**config.mk**
```make
export PLATFORM = sky130hd
export DESIGN_NAME = s2m_dma
export DESIGN_NICKNAME = d
export VERILOG_FILES = /design/src/rtl/s2m_dma_pkg.sv /design/src/rtl/s2m_dma_regs.sv /design/src/rtl/s2m_dma_strb.sv /design/src/rtl/s2m_dma_engine.sv /design/src/rtl/s2m_dma.sv
export SDC_FILE = /design/constraint.sdc
export NUM_CORES = 1
export LEC_CHECK = 0
export BUFFER_PORTS_ARGS = -buffer_cell sky130_fd_sc_hd__buf_2
export CORE_MARGIN = 2
export CORE_UTILIZATION = 45
export CTS_CLUSTER_DIAMETER = 100
export DETAILED_ROUTE_END_ITERATION = 16
export PLACE_DENSITY = 0.76
export RECOVER_POWER = 100
export SLEW_MARGIN = 0
export SYNTH_ARGS = -nofsm -noshare
export SYNTH_HDL_FRONTEND = slang
export SYNTH_SLANG_ARGS = --single-unit
export TNS_END_PERCENT = 20
```
**constraint.sdc**
```tcl
create_clock -name clk -period 5.9 [get_ports clk]
set_input_delay 1.475 -clock clk [delete_from_list [all_inputs] [get_ports clk]]
set_output_delay 1.475 -clock clk [all_outputs]
set_load 0.01 [all_outputs]
```
**src/rtl/s2m_dma_pkg.sv**
```systemverilog
// Shared types and constants of the stream-to-memory DMA.
// Assumes a 32-bit register port with a 2-bit word select.
package s2m_dma_pkg;

    typedef enum logic [2:0] {
        ST_IDLE,
        ST_TAKE,
        ST_WRITE,
        ST_RESP,
        ST_DRAIN
    } eng_state_t;

    localparam logic [1:0] SEL_CTRL = 2'd0;
    localparam logic [1:0] SEL_STAT = 2'd1;
    localparam logic [1:0] SEL_DST  = 2'd2;
    localparam logic [1:0] SEL_LEN  = 2'd3;

    localparam int CTRL_RUN    = 0;
    localparam int CTRL_DONEIE = 1;
    localparam int CTRL_ERRIE  = 2;

    localparam int STAT_HALT = 0;
    localparam int STAT_IDLE = 1;
    localparam int STAT_DONE = 2;
    localparam int STAT_ERR  = 3;

    localparam logic [1:0] BURST_INCR = 2'b01;

endpackage

```
**src/rtl/s2m_dma_regs.sv**
```systemverilog
// Register bank of the stream-to-memory DMA: control, status flags,
// destination address and buffer length. Produces the arm pulse to the
// engine and the level interrupt. Assumes the engine reports busy from
// the cycle after arm until the cycle it raises done or error.
module s2m_dma_regs
    import s2m_dma_pkg::*;
#(
    parameter int ADDR_W = 32,
    parameter int LEN_W  = 16
) (
    input  logic              clk,
    input  logic              rst_n,
    input  logic              wr_en,
    input  logic [1:0]        wr_sel,
    input  logic [31:0]       wr_data,
    input  logic [1:0]        rd_sel,
    output logic [31:0]       rd_data,
    input  logic              busy,
    input  logic              done_ev,
    input  logic              err_ev,
    input  logic [LEN_W-1:0]  final_cnt,
    output logic              arm,
    output logic [LEN_W-1:0]  arm_len,
    output logic [ADDR_W-1:0] dst_addr,
    output logic              halted,
    output logic              irq
);

    logic              run_q, done_ie_q, err_ie_q;
    logic              halted_q, done_f_q, err_f_q;
    logic [ADDR_W-1:0] dst_q;
    logic [LEN_W-1:0]  len_q;
    logic              ctrl_wr, stat_wr;

    assign ctrl_wr = wr_en && (wr_sel == SEL_CTRL);
    assign stat_wr = wr_en && (wr_sel == SEL_STAT);

    // Arm only on a non-zero capacity while running and idle
    assign arm = wr_en && (wr_sel == SEL_LEN) && (wr_data[LEN_W-1:0] != '0)
                 && run_q && !halted_q && !busy;
    assign arm_len  = wr_data[LEN_W-1:0];
    assign dst_addr = dst_q;
    assign halted   = halted_q;

    // Level interrupt from the enabled flags
    assign irq = (done_f_q && done_ie_q) || (err_f_q && err_ie_q);

    // Control bits; an error clears run
    always_ff @(posedge clk) begin
        if (!rst_n) begin
            run_q     <= 1'b0;
            done_ie_q <= 1'b0;
            err_ie_q  <= 1'b0;
        end else begin
            if (ctrl_wr) begin
                run_q     <= wr_data[CTRL_RUN];
                done_ie_q <= wr_data[CTRL_DONEIE];
                err_ie_q  <= wr_data[CTRL_ERRIE];
            end
            if (err_ev) begin
                run_q <= 1'b0;
            end
        end
    end

    // Halted state: set by error or by a stopped idle channel, cleared by run
    always_ff @(posedge clk) begin
        if (!rst_n) begin
            halted_q <= 1'b1;
        end else if (err_ev) begin
            halted_q <= 1'b1;
        end else if (ctrl_wr && wr_data[CTRL_RUN]) begin
            halted_q <= 1'b0;
        end else if (!run_q && !busy) begin
            halted_q <= 1'b1;
        end
    end

    // Sticky flags with write-one-to-clear; a new event wins
    always_ff @(posedge clk) begin
        if (!rst_n) begin
            done_f_q <= 1'b0;
            err_f_q  <= 1'b0;
        end else begin
            done_f_q <= (done_f_q && !(stat_wr && wr_data[STAT_DONE])) || done_ev;
            err_f_q  <= (err_f_q  && !(stat_wr && wr_data[STAT_ERR]))  || err_ev;
        end
    end

    // Destination address and length (capacity, then received count)
    always_ff @(posedge clk) begin
        if (!rst_n) begin
            dst_q <= '0;
            len_q <= '0;
        end else begin
            if (wr_en && (wr_sel == SEL_DST)) begin
                dst_q <= wr_data[ADDR_W-1:0];
            end
            if (arm) begin
                len_q <= arm_len;
            end else if (done_ev || err_ev) begin
                len_q <= final_cnt;
            end
        end
    end

    // Read multiplexer
    always_comb begin
        rd_data = '0;
        case (rd_sel)
            SEL_CTRL: begin
                rd_data[CTRL_RUN]    = run_q;
                rd_data[CTRL_DONEIE] = done_ie_q;
                rd_data[CTRL_ERRIE]  = err_ie_q;
            end
            SEL_STAT: begin
                rd_data[STAT_HALT] = halted_q;
                rd_data[STAT_IDLE] = !busy;
                rd_data[STAT_DONE] = done_f_q;
                rd_data[STAT_ERR]  = err_f_q;
            end
            SEL_DST: rd_data[ADDR_W-1:0] = dst_q;
            default: rd_data[LEN_W-1:0]  = len_q;
        endcase
    end

endmodule

```
**src/rtl/s2m_dma_strb.sv**
```systemverilog
// Per-beat byte qualifier: builds the write strobe from TKEEP (last beat
// only) and the room left in the buffer, counts the bytes written and
// flags a beat that holds more bytes than the buffer can take.
// Assumes TKEEP is contiguous from bit 0.
module s2m_dma_strb #(
    parameter int DATA_W = 32,
    parameter int LEN_W  = 16,
    localparam int BYTES = DATA_W / 8,
    localparam int CW    = $clog2(BYTES) + 1
) (
    input  logic [BYTES-1:0] keep,
    input  logic             last,
    input  logic [LEN_W-1:0] room,
    output logic [BYTES-1:0] strb,
    output logic [CW-1:0]    wr_bytes,
    output logic             over
);

    logic [BYTES-1:0] valid_b;
    logic [CW-1:0]    beat_bytes;

    // One lane per byte: valid in the beat, and inside the buffer
    for (genvar g = 0; g < BYTES; g++) begin : g_lane
        assign valid_b[g] = last ? keep[g] : 1'b1;
        assign strb[g]    = valid_b[g] && (room > LEN_W'(g));
    end

    // Byte counts of the beat and of the part that is written
    always_comb begin
        beat_bytes = '0;
        wr_bytes   = '0;
        for (int i = 0; i < BYTES; i++) begin
            beat_bytes = beat_bytes + CW'(valid_b[i]);
            wr_bytes   = wr_bytes + CW'(strb[i]);
        end
    end

    assign over = LEN_W'(beat_bytes) > room;

endmodule

```
**src/rtl/s2m_dma_engine.sv**
```systemverilog
// Transfer engine: takes stream beats one at a time and issues one
// single-beat write per beat, waiting for each response. It trims at
// the buffer end, drains the rest of an oversized or failed packet, and
// reports done or error in the cycle it returns to idle.
// Assumes an aligned destination address.
module s2m_dma_engine
    import s2m_dma_pkg::*;
#(
    parameter int DATA_W = 32,
    parameter int ADDR_W = 32,
    parameter int LEN_W  = 16,
    localparam int BYTES = DATA_W / 8,
    localparam int CW    = $clog2(BYTES) + 1
) (
    input  logic              clk,
    input  logic              rst_n,
    input  logic              arm,
    input  logic [LEN_W-1:0]  arm_len,
    input  logic [ADDR_W-1:0] arm_addr,
    input  logic [DATA_W-1:0] s_tdata,
    input  logic [BYTES-1:0]  s_tkeep,
    input  logic              s_tlast,
    input  logic              s_tvalid,
    output logic              s_tready,
    output logic [ADDR_W-1:0] m_awaddr,
    output logic              m_awvalid,
    input  logic              m_awready,
    output logic [DATA_W-1:0] m_wdata,
    output logic [BYTES-1:0]  m_wstrb,
    output logic              m_wvalid,
    input  logic              m_wready,
    input  logic [1:0]        m_bresp,
    input  logic              m_bvalid,
    output logic              m_bready,
    output logic              busy,
    output logic              done_ev,
    output logic              err_ev,
    output logic [LEN_W-1:0]  count
);

    eng_state_t        state;
    logic [ADDR_W-1:0] base_q, awaddr_q;
    logic [LEN_W-1:0]  cap_q, cnt_q, room;
    logic [DATA_W-1:0] data_q;
    logic [BYTES-1:0]  strb_q, beat_strb;
    logic              last_q, over_q, aw_done, w_done;
    logic [CW-1:0]     beat_wr;
    logic              beat_over, aw_hs, w_hs, bad_resp;

    assign room     = cap_q - cnt_q;
    assign aw_hs    = m_awvalid && m_awready;
    assign w_hs     = m_wvalid && m_wready;
    assign bad_resp = m_bresp != 2'b00;

    s2m_dma_strb #(.DATA_W(DATA_W), .LEN_W(LEN_W)) u_strb (
        .keep     (s_tkeep),
        .last     (s_tlast),
        .room     (room),
        .strb     (beat_strb),
        .wr_bytes (beat_wr),
        .over     (beat_over)
    );

    assign s_tready  = (state == ST_TAKE) || (state == ST_DRAIN);
    assign m_awvalid = (state == ST_WRITE) && !aw_done;
    assign m_wvalid  = (state == ST_WRITE) && !w_done;
    assign m_bready  = (state == ST_RESP);
    assign m_awaddr  = awaddr_q;
    assign m_wdata   = data_q;
    assign m_wstrb   = strb_q;
    assign busy      = (state != ST_IDLE);
    assign count     = cnt_q;

    // Completion and error pulses, aligned with the return to idle
    assign done_ev = (state == ST_RESP) && m_bvalid && !bad_resp && !over_q && last_q;
    assign err_ev  = ((state == ST_RESP) && m_bvalid && (bad_resp || over_q) && last_q)
                   || ((state == ST_TAKE) && s_tvalid && (room == '0) && s_tlast)
                   || ((state == ST_DRAIN) && s_tvalid && s_tlast);

    // Transfer state machine and beat capture
    always_ff @(posedge clk) begin
        if (!rst_n) begin
            state    <= ST_IDLE;
            base_q   <= '0;
            awaddr_q <= '0;
            cap_q    <= '0;
            cnt_q    <= '0;
            data_q   <= '0;
            strb_q   <= '0;
            last_q   <= 1'b0;
            over_q   <= 1'b0;
            aw_done  <= 1'b0;
            w_done   <= 1'b0;
        end else begin
            case (state)
                ST_IDLE: begin
                    if (arm) begin
                        base_q <= arm_addr;
                        cap_q  <= arm_len;
                        cnt_q  <= '0;
                        state  <= ST_TAKE;
                    end
                end
                ST_TAKE: begin
                    if (s_tvalid) begin
                        if (room == '0) begin
                            state <= s_tlast ? ST_IDLE : ST_DRAIN;
                        end else begin
                            awaddr_q <= base_q + ADDR_W'(cnt_q);
                            data_q   <= s_tdata;
                            strb_q   <= beat_strb;
                            last_q   <= s_tlast;
                            over_q   <= beat_over;
                            cnt_q    <= cnt_q + LEN_W'(beat_wr);
                            aw_done  <= 1'b0;
                            w_done   <= 1'b0;
                            state    <= ST_WRITE;
                        end
                    end
                end
                ST_WRITE: begin
                    if (aw_hs) aw_done <= 1'b1;
                    if (w_hs)  w_done  <= 1'b1;
                    if ((aw_done || aw_hs) && (w_done || w_hs)) begin
                        state <= ST_RESP;
                    end
                end
                ST_RESP: begin
                    if (m_bvalid) begin
                        if (bad_resp || over_q) begin
                            state <= last_q ? ST_IDLE : ST_DRAIN;
                        end else begin
                            state <= last_q ? ST_IDLE : ST_TAKE;
                        end
                    end
                end
                ST_DRAIN: begin
                    if (s_tvalid && s_tlast) begin
                        state <= ST_IDLE;
                    end
                end
                default: state <= ST_IDLE;
            endcase
        end
    end

endmodule

```
**src/rtl/s2m_dma.sv**
```systemverilog
// Top of the stream-to-memory DMA: joins the register bank and the
// transfer engine and fixes the burst attributes to single-beat INCR.
// Assumes DATA_W is a power-of-two number of bytes and ADDR_W >= LEN_W.
module s2m_dma
    import s2m_dma_pkg::*;
#(
    parameter int DATA_W = 32,
    parameter int ADDR_W = 32,
    parameter int LEN_W  = 16,
    localparam int BYTES = DATA_W / 8,
    localparam int SIZE  = $clog2(BYTES)
) (
    input  logic              clk,
    input  logic              rst_n,
    input  logic              reg_wr_en,
    input  logic [1:0]        reg_wr_sel,
    input  logic [31:0]       reg_wr_data,
    input  logic [1:0]        reg_rd_sel,
    output logic [31:0]       reg_rd_data,
    output logic              irq,
    input  logic [DATA_W-1:0] s_tdata,
    input  logic [BYTES-1:0]  s_tkeep,
    input  logic              s_tlast,
    input  logic              s_tvalid,
    output logic              s_tready,
    output logic [ADDR_W-1:0] m_awaddr,
    output logic [7:0]        m_awlen,
    output logic [2:0]        m_awsize,
    output logic [1:0]        m_awburst,
    output logic              m_awvalid,
    input  logic              m_awready,
    output logic [DATA_W-1:0] m_wdata,
    output logic [BYTES-1:0]  m_wstrb,
    output logic              m_wlast,
    output logic              m_wvalid,
    input  logic              m_wready,
    input  logic [1:0]        m_bresp,
    input  logic              m_bvalid,
    output logic              m_bready
);

    logic              arm, eng_busy, done_ev, err_ev, sts_halted;
    logic [LEN_W-1:0]  arm_len, final_cnt;
    logic [ADDR_W-1:0] dst_addr;

    assign m_awlen   = 8'd0;
    assign m_awsize  = 3'(SIZE);
    assign m_awburst = BURST_INCR;
    assign m_wlast   = 1'b1;

    s2m_dma_regs #(.ADDR_W(ADDR_W), .LEN_W(LEN_W)) u_regs (
        .clk       (clk),
        .rst_n     (rst_n),
        .wr_en     (reg_wr_en),
        .wr_sel    (reg_wr_sel),
        .wr_data   (reg_wr_data),
        .rd_sel    (reg_rd_sel),
        .rd_data   (reg_rd_data),
        .busy      (eng_busy),
        .done_ev   (done_ev),
        .err_ev    (err_ev),
        .final_cnt (final_cnt),
        .arm       (arm),
        .arm_len   (arm_len),
        .dst_addr  (dst_addr),
        .halted    (sts_halted),
        .irq       (irq)
    );

    s2m_dma_engine #(.DATA_W(DATA_W), .ADDR_W(ADDR_W), .LEN_W(LEN_W)) u_engine (
        .clk       (clk),
        .rst_n     (rst_n),
        .arm       (arm),
        .arm_len   (arm_len),
        .arm_addr  (dst_addr),
        .s_tdata   (s_tdata),
        .s_tkeep   (s_tkeep),
        .s_tlast   (s_tlast),
        .s_tvalid  (s_tvalid),
        .s_tready  (s_tready),
        .m_awaddr  (m_awaddr),
        .m_awvalid (m_awvalid),
        .m_awready (m_awready),
        .m_wdata   (m_wdata),
        .m_wstrb   (m_wstrb),
        .m_wvalid  (m_wvalid),
        .m_wready  (m_wready),
        .m_bresp   (m_bresp),
        .m_bvalid  (m_bvalid),
        .m_bready  (m_bready),
        .busy      (eng_busy),
        .done_ev   (done_ev),
        .err_ev    (err_ev),
        .count     (final_cnt)
    );

endmodule

```
-- After elaboration in Yosys (flattened, before gate mapping)
Cells that the tools add are included.
- reductions and logical operators: 75
- $lt $le $gt $ge: 5
- mux-type cells: 33
- add/subtract/negate cells: 9
- eq/ne operators: 17
- bitwise operators: 2
- operators with widths (operator ; number):
    two-way mux 16 bit ; 6
    logical AND 1 bit ; 37
    adder 32 x 16 -> 32 bit ; 1
    greater-than comparator 16 x 1 -> 1 bit, second input constant ; 2
    greater-than comparator 16 x 2 -> 1 bit, second input constant ; 2
    case mux 16 bit (2 select lines) ; 1
    two-way mux 3 bit ; 9
    case mux 12 bit (2 select lines) ; 1
    adder 16 x 3 -> 16 bit ; 1
    greater-than comparator 3 x 16 -> 1 bit ; 1
    logical NOT 16 bit ; 1
    nonzero test 16 bit ; 1
    subtractor 16 bit ; 1
    case mux 3 bit (5 select lines) ; 1
    inequality test 2 bit, second input constant ; 6
    AND reduction 4 bit ; 3
    two-way mux 1 bit ; 11
    logical OR 1 bit ; 10
    nonzero test 2 bit ; 5
    logical NOT 1 bit ; 9
    case mux 3 bit (3 select lines) ; 1
    adder 2 x 1 -> 3 bit ; 2
    adder 3 x 1 -> 3 bit ; 2
    == test 2 bit, second input constant ; 3
    other kinds (16) ; 24
- register bits after elaboration: 193
- input port bits: 82
- word-level logic and storage cells: 160

-- Depth between registers and ports, before layout
- depth in word-level cells: 10
- gate-level depth with buffers: 20
- mapped depth without buffers: 18

-- Modules after synthesis
From an unflattened synthesis, not the netlist that was laid out.
- cell total of the unflattened synthesis: 1285
- area total of the unflattened synthesis: 10490.1 sq um
- by module, submodules not included (module ; area each (sq um) ; seq. area each (sq um) ; cells each ; instances):
    s2m_dma_engine ; 7203.2 ; 2782.7 ; 917 ; 1
    s2m_dma_regs ; 2876.5 ; 1081.0 ; 316 ; 1
    s2m_dma_strb ; 297.8 ; 0.0 ; 36 ; 1
    s2m_dma ; 112.6 ; 0.0 ; 16 ; 1

-- Worst setup path after synthesis
OpenSTA, ideal clock, no wires.
- kind: register to register
- from: register u_engine.cnt_q[0], in the netlist u_engine.count[0]
- to: register u_engine.cnt_q[2], in the netlist u_engine.count[2]
- data required time: 5824 ps
- period minus slack after synthesis: 4921 ps
- arrival time: 4845 ps
- stages on the path, launching flop included: 20
- setup time: 76 ps
- slack: 979 ps
- cell sequence: dfxtp_1 -> ha_1 -> fa_1 -> nand2b_1 -> a21oi_1 -> a21boi_0 -> o22ai_1 -> or4_4 -> nor4_4 -> nand4_1 -> clkbuf_1 -> nand2_1 -> fa_1 -> inv_1 -> fa_1 -> inv_1 -> fa_1 -> clkbuf_1 -> or4_1 -> a21boi_0
- longest elaborated chain between the ends: 10
- ends and longest elaborated chain (element ; RTL line ; source):
    from (decl) ; s2m_dma_engine.sv:43 ; logic [LEN_W-1:0] cap_q, cnt_q, room;
    from (signal assigned) ; s2m_dma_engine.sv:114 ; cnt_q <= cnt_q + LEN_W'(beat_wr);
    subtractor 16 bit ; s2m_dma_engine.sv:50 ; assign room = cap_q - cnt_q;
    greater-than comparator 16 x 1 -> 1 bit ; s2m_dma_strb.sv:25 ; assign strb[g] = valid_b[g] && (room > LEN_W'(g));
    logical AND 1 bit ; s2m_dma_strb.sv:25 ;
    adder 1 x 1 -> 2 bit ; s2m_dma_strb.sv:34 ; wr_bytes = wr_bytes + CW'(strb[i]);
    adder 2 x 1 -> 3 bit ; s2m_dma_strb.sv:34 ;
    adder 3 x 1 -> 3 bit ; s2m_dma_strb.sv:34 ;
    adder 16 x 3 -> 16 bit ; s2m_dma_engine.sv:114 ;
    two-way mux 16 bit ; s2m_dma_engine.sv:106 ; if (room == '0) begin
    two-way mux 16 bit ; s2m_dma_engine.sv:105 ; if (s_tvalid) begin
    case mux 16 bit (2 select lines) ; s2m_dma_engine.sv:95 ; case (state)
Several ways; a longest one is shown, not always the timed one. The select of a mux whose other input is x is not followed.
A chain may end at the register's enable or synchronous reset.

-- Worst setup path after layout
- from: register u_engine.cnt_q[9], in the netlist u_engine.count[9]
- to: register u_engine.cnt_q[2], in the netlist u_engine.count[2]
- longest elaborated chain between the ends: 10
- ends and longest elaborated chain (element ; RTL line):
    subtractor 16 bit (*) ; s2m_dma_engine.sv:50
    greater-than comparator 16 x 1 -> 1 bit ; s2m_dma_strb.sv:25
    logical AND 1 bit ; s2m_dma_strb.sv:25
    adder 1 x 1 -> 2 bit ; s2m_dma_strb.sv:34
    adder 2 x 1 -> 3 bit ; s2m_dma_strb.sv:34
    adder 3 x 1 -> 3 bit ; s2m_dma_strb.sv:34
    adder 16 x 3 -> 16 bit ; s2m_dma_engine.sv:114
    two-way mux 16 bit ; s2m_dma_engine.sv:106
    two-way mux 16 bit ; s2m_dma_engine.sv:105
    case mux 16 bit (2 select lines) ; s2m_dma_engine.sv:95
Every way passes the cells marked *; elsewhere a longest branch is shown, timed or not. The select of a mux whose other input is x is not followed.

==> reports/results.txt <==
routed via count: 9797
ANT cells: 0
Worst Reg-to-Reg Cells: 17
Hold Path Origin: u_engine.cap_q[9]
synth top area cells: dfxtp_1 (37%), nand2_1 (8.8%), a21oi_1 (8.5%)
Worst IR Drop VDD: 0.177 mV
Synth area leader: dfxtp_1
post-synth top area share: 37.3%
Netlist cell types: 73
list of most frequent post-synthesis cells: nand2_1 (243), dfxtp_1 (193), a21oi_1 (176), o21ai_0 (71), clkbuf_1 (64)
CP endpoint kind: register
Seq/Total Area, Yosys: 37.3%
CTS Hold Bufs: 0
startpoint types: register
Pre-antenna DRT Iters: 5
Logic pwr share: 5.0%
GRT Residual Overflow: 0
Least-Margin Pin Slew: 3.49 ns
number of synthesized flops with an enable pin: 0
Initial DRC Count: 884
Avg Inst Size Synth: 7.96 um^2
sw frac: 23.1%
switching pwr: 0.614 mW
Slew headroom: -133%
Post-Syn Instances: 1299
vias per inst: 5.71
Initial Util: 45.8%
hold path depth: 2
Lkg Pwr: 4.24 nW
yosys synthesis warning count: 0
critical path class: reg -> reg
non-filler cells, final: 1717
row count: 55
failing checks: max-capacitance violations, max-slew violations
routability-driven placement congestion ratio: 0.931
unrepaired setup endpoints after global routing: false
FILL cells: 2232
TritonCTS clock tree: done
Clk pwr share: 45.5%
Post-CTS Resized: 0
Post-Synthesis Cell Area: 10300 um^2
clock-pin slew on the worst setup and hold paths: 0.07 ns
Worst EP arrival: 5.88 ns
P_int: 2.04 mW
worst r2r src: u_engine.count[9]
largest net degree at the start of global routing: 99
DP Wirelength: 21.1 mm
Final Cycle Share: 93.7%
setup TNS: 0 ns
sequential fraction of design power: 49.5%
Fmax: 181 MHz
FF+latch area: 3860 um^2
Core Footprint: 22600 um^2
slowest cell on the critical path: or4_1
clock root cell: clkbuf_16
htree depth: 4
placed cell count: 1687
Synth Flop Type: dfxtp_1
share of cells above drive strength 1: 11.2%
Buffers on Ports: 186
Antenna Violating Nets Remaining: 0
DR WL/cell: 17.4 um
final hold viol count: 0
DR DRC count: 0
first-pass GRT wire length: 47.1 mm
fin crit period: 5.53 ns
Worst Path Max Fanout: 12
run status: finished, violations left
worst skew pair latency: 0.43 ns
Setup Viol. Count Final: 0
Seq cells post-synth: 193
Tightest Hold Check Type: reg -> reg
Multi-input gate area: 5740 um^2
initial antenna violation count: 0
max incr delay on CP: 0.57 ns
Worst Setup SP: u_engine.count[9]
TritonCTS Buffers: 17
vias in the first global route: 9081
Clock Tree Buf Depth: 2
final core utilization: 51.4%
area grow syn2layout: 12.1%
FFs w/ async S/R, synth: 0%
Slew Limit Fails: 175
max cap viols: 4
Overall Global Routing Usage: 24.1%
Nets: 1546
Setup Buffers After CTS: 0
most numerous cell in the Yosys netlist: nand2_1
Chip Height: 156 um
die area: 24200 um^2
final setup skew: 0.0106 ns
# clock sinks: 193
critical path cell sequence: inv_1 -> ha_1 -> a21oi_1 -> a211oi_1 -> nor3_1 -> o221ai_1 -> or4_4 -> nor4_4 -> nand4_1 -> o21ai_1 -> fa_1 -> inv_1 -> fa_1 -> inv_1 -> fa_1 -> or4_1 -> a21boi_0
Crit path required time: 6.25 ns
num ports: 201
final WL: 29.9 mm
power per cell area: 229 nW/um^2
die width: 156 um
## path summary, 6_finish.rpt
| path | endpoint | slack, ns |
|---|---|---|
| worst max-delay path | u_engine.count[2] | 0.37 |
| worst min-delay path | u_engine.cap_q[9] | 0.46 |
| worst max register to register | u_engine.count[2] | 0.37 |
| worst min register to register | u_engine.cap_q[9] | 0.46 |
## state kept, by name, indices dropped and copies added, names as in the netlist, 3 cells and up
signal	cells
u_regs.dst_addr	32
u_engine.m_wdata	32
u_engine.state	3
u_engine.base_q	32
u_regs.len_q	16
u_engine.m_awaddr	32
u_engine.cap_q	16
u_engine.m_wstrb	4
u_engine.count	16
## metrics by stage
stage                     setup WS, ns  instance area [um^2]  hold slack [ns]  power (mW)
after floorplan                  0.979                 10400            0.436        1.43
after global placement           0.490                 11300            0.448        1.48
final                            0.371                 11600            0.463        2.66
after detailed placement         0.320                 11300            0.454        1.48
after global routing            0.0271                 11600            0.479        2.74
after CTS                        0.291                 11900            0.464        2.67
## power by group through the flow
| stage | Clock [mW] | Sequential (mW) | Combinational (mW) |
|---|---|---|---|
| after global routing | 1.28 | 1.32 | 0.146 |
| after floorplan | 0 | 1.34 | 0.0840 |
| after global placement | 0 | 1.35 | 0.132 |
| after CTS | 1.22 | 1.32 | 0.134 |
| after detailed placement | 0 | 1.35 | 0.134 |
| final | 1.21 | 1.32 | 0.133 |
## logic make-up (layout without fill, tap and decap cells)
logic type | count (synthesis) | after routing | synth area share (%)
xor+xnor | 31 | 31 | 2.62
compound gates | 351 | 351 | 21.1
buf+inv | 143 | 264 | 6.42
simple gates | 504 | 504 | 23.3
flops | 193 | 193 | 37.3
fa+ha+maj | 43 | 43 | 5.64
other cells | 2 | 14 | 0.0726
mux | 32 | 32 | 3.48
## critical path, delay by kind of cell (launching register included)
family | cells | cell delay, ns
flip-flops | 1 | 0.39
adder cells (fa/ha/maj) | 4 | 1.64
buffers and inverters | 3 | 0.26
AO/OA/AOI/OAI | 5 | 1.11
AND/OR/NAND/NOR | 5 | 2.04
## layer usage
metal  vias to the layer above  GRT usage (%)  part of all wire (%)
li1                       4787              -                     -
met1                      4575           33.6                    46
met2                       389           37.4                    45
met3                        46           5.39                   7.3
met4                         0           7.38                   2.1
met5                         -              0                     0
## final cells by class
class                      instances  share of cell area (%)
multi-input combinational        975                    49.5
tap                              285                    3.07
sequential                       193                    33.3
clock inverter                    12                    1.49
clock buffer                      18                    3.79
inverter                          36                    1.18
timing repair buffer             198                    7.63
## cell usage in the layout (no fill, tap or decap), types with 10 or more instances in the layout
cell type | synthesis | final
nand2_1 | 243 | 243
dfxtp_1 | 193 | 193
a21oi_1 | 176 | 176
clkbuf_1 | 64 | 97
buf_2 | 9 | 93
o21ai_0 | 71 | 70
nand3_1 | 63 | 63
nor2_1 | 46 | 44
ha_1 | 37 | 37
inv_1 | 35 | 35
mux2i_1 | 27 | 27
nor4_1 | 25 | 25
a211oi_1 | 6 | 22
xnor2_1 | 19 | 19
nor2b_1 | 18 | 18
nor3_1 | 17 | 18
clkbuf_16 | 0 | 17
nand2b_1 | 16 | 16
and2_0 | 0 | 15
conb_1 | 2 | 14
a311oi_1 | 7 | 13
xor2_1 | 12 | 12
nand4_1 | 10 | 10
Note: power is estimated with default switching activity, not from simulation.
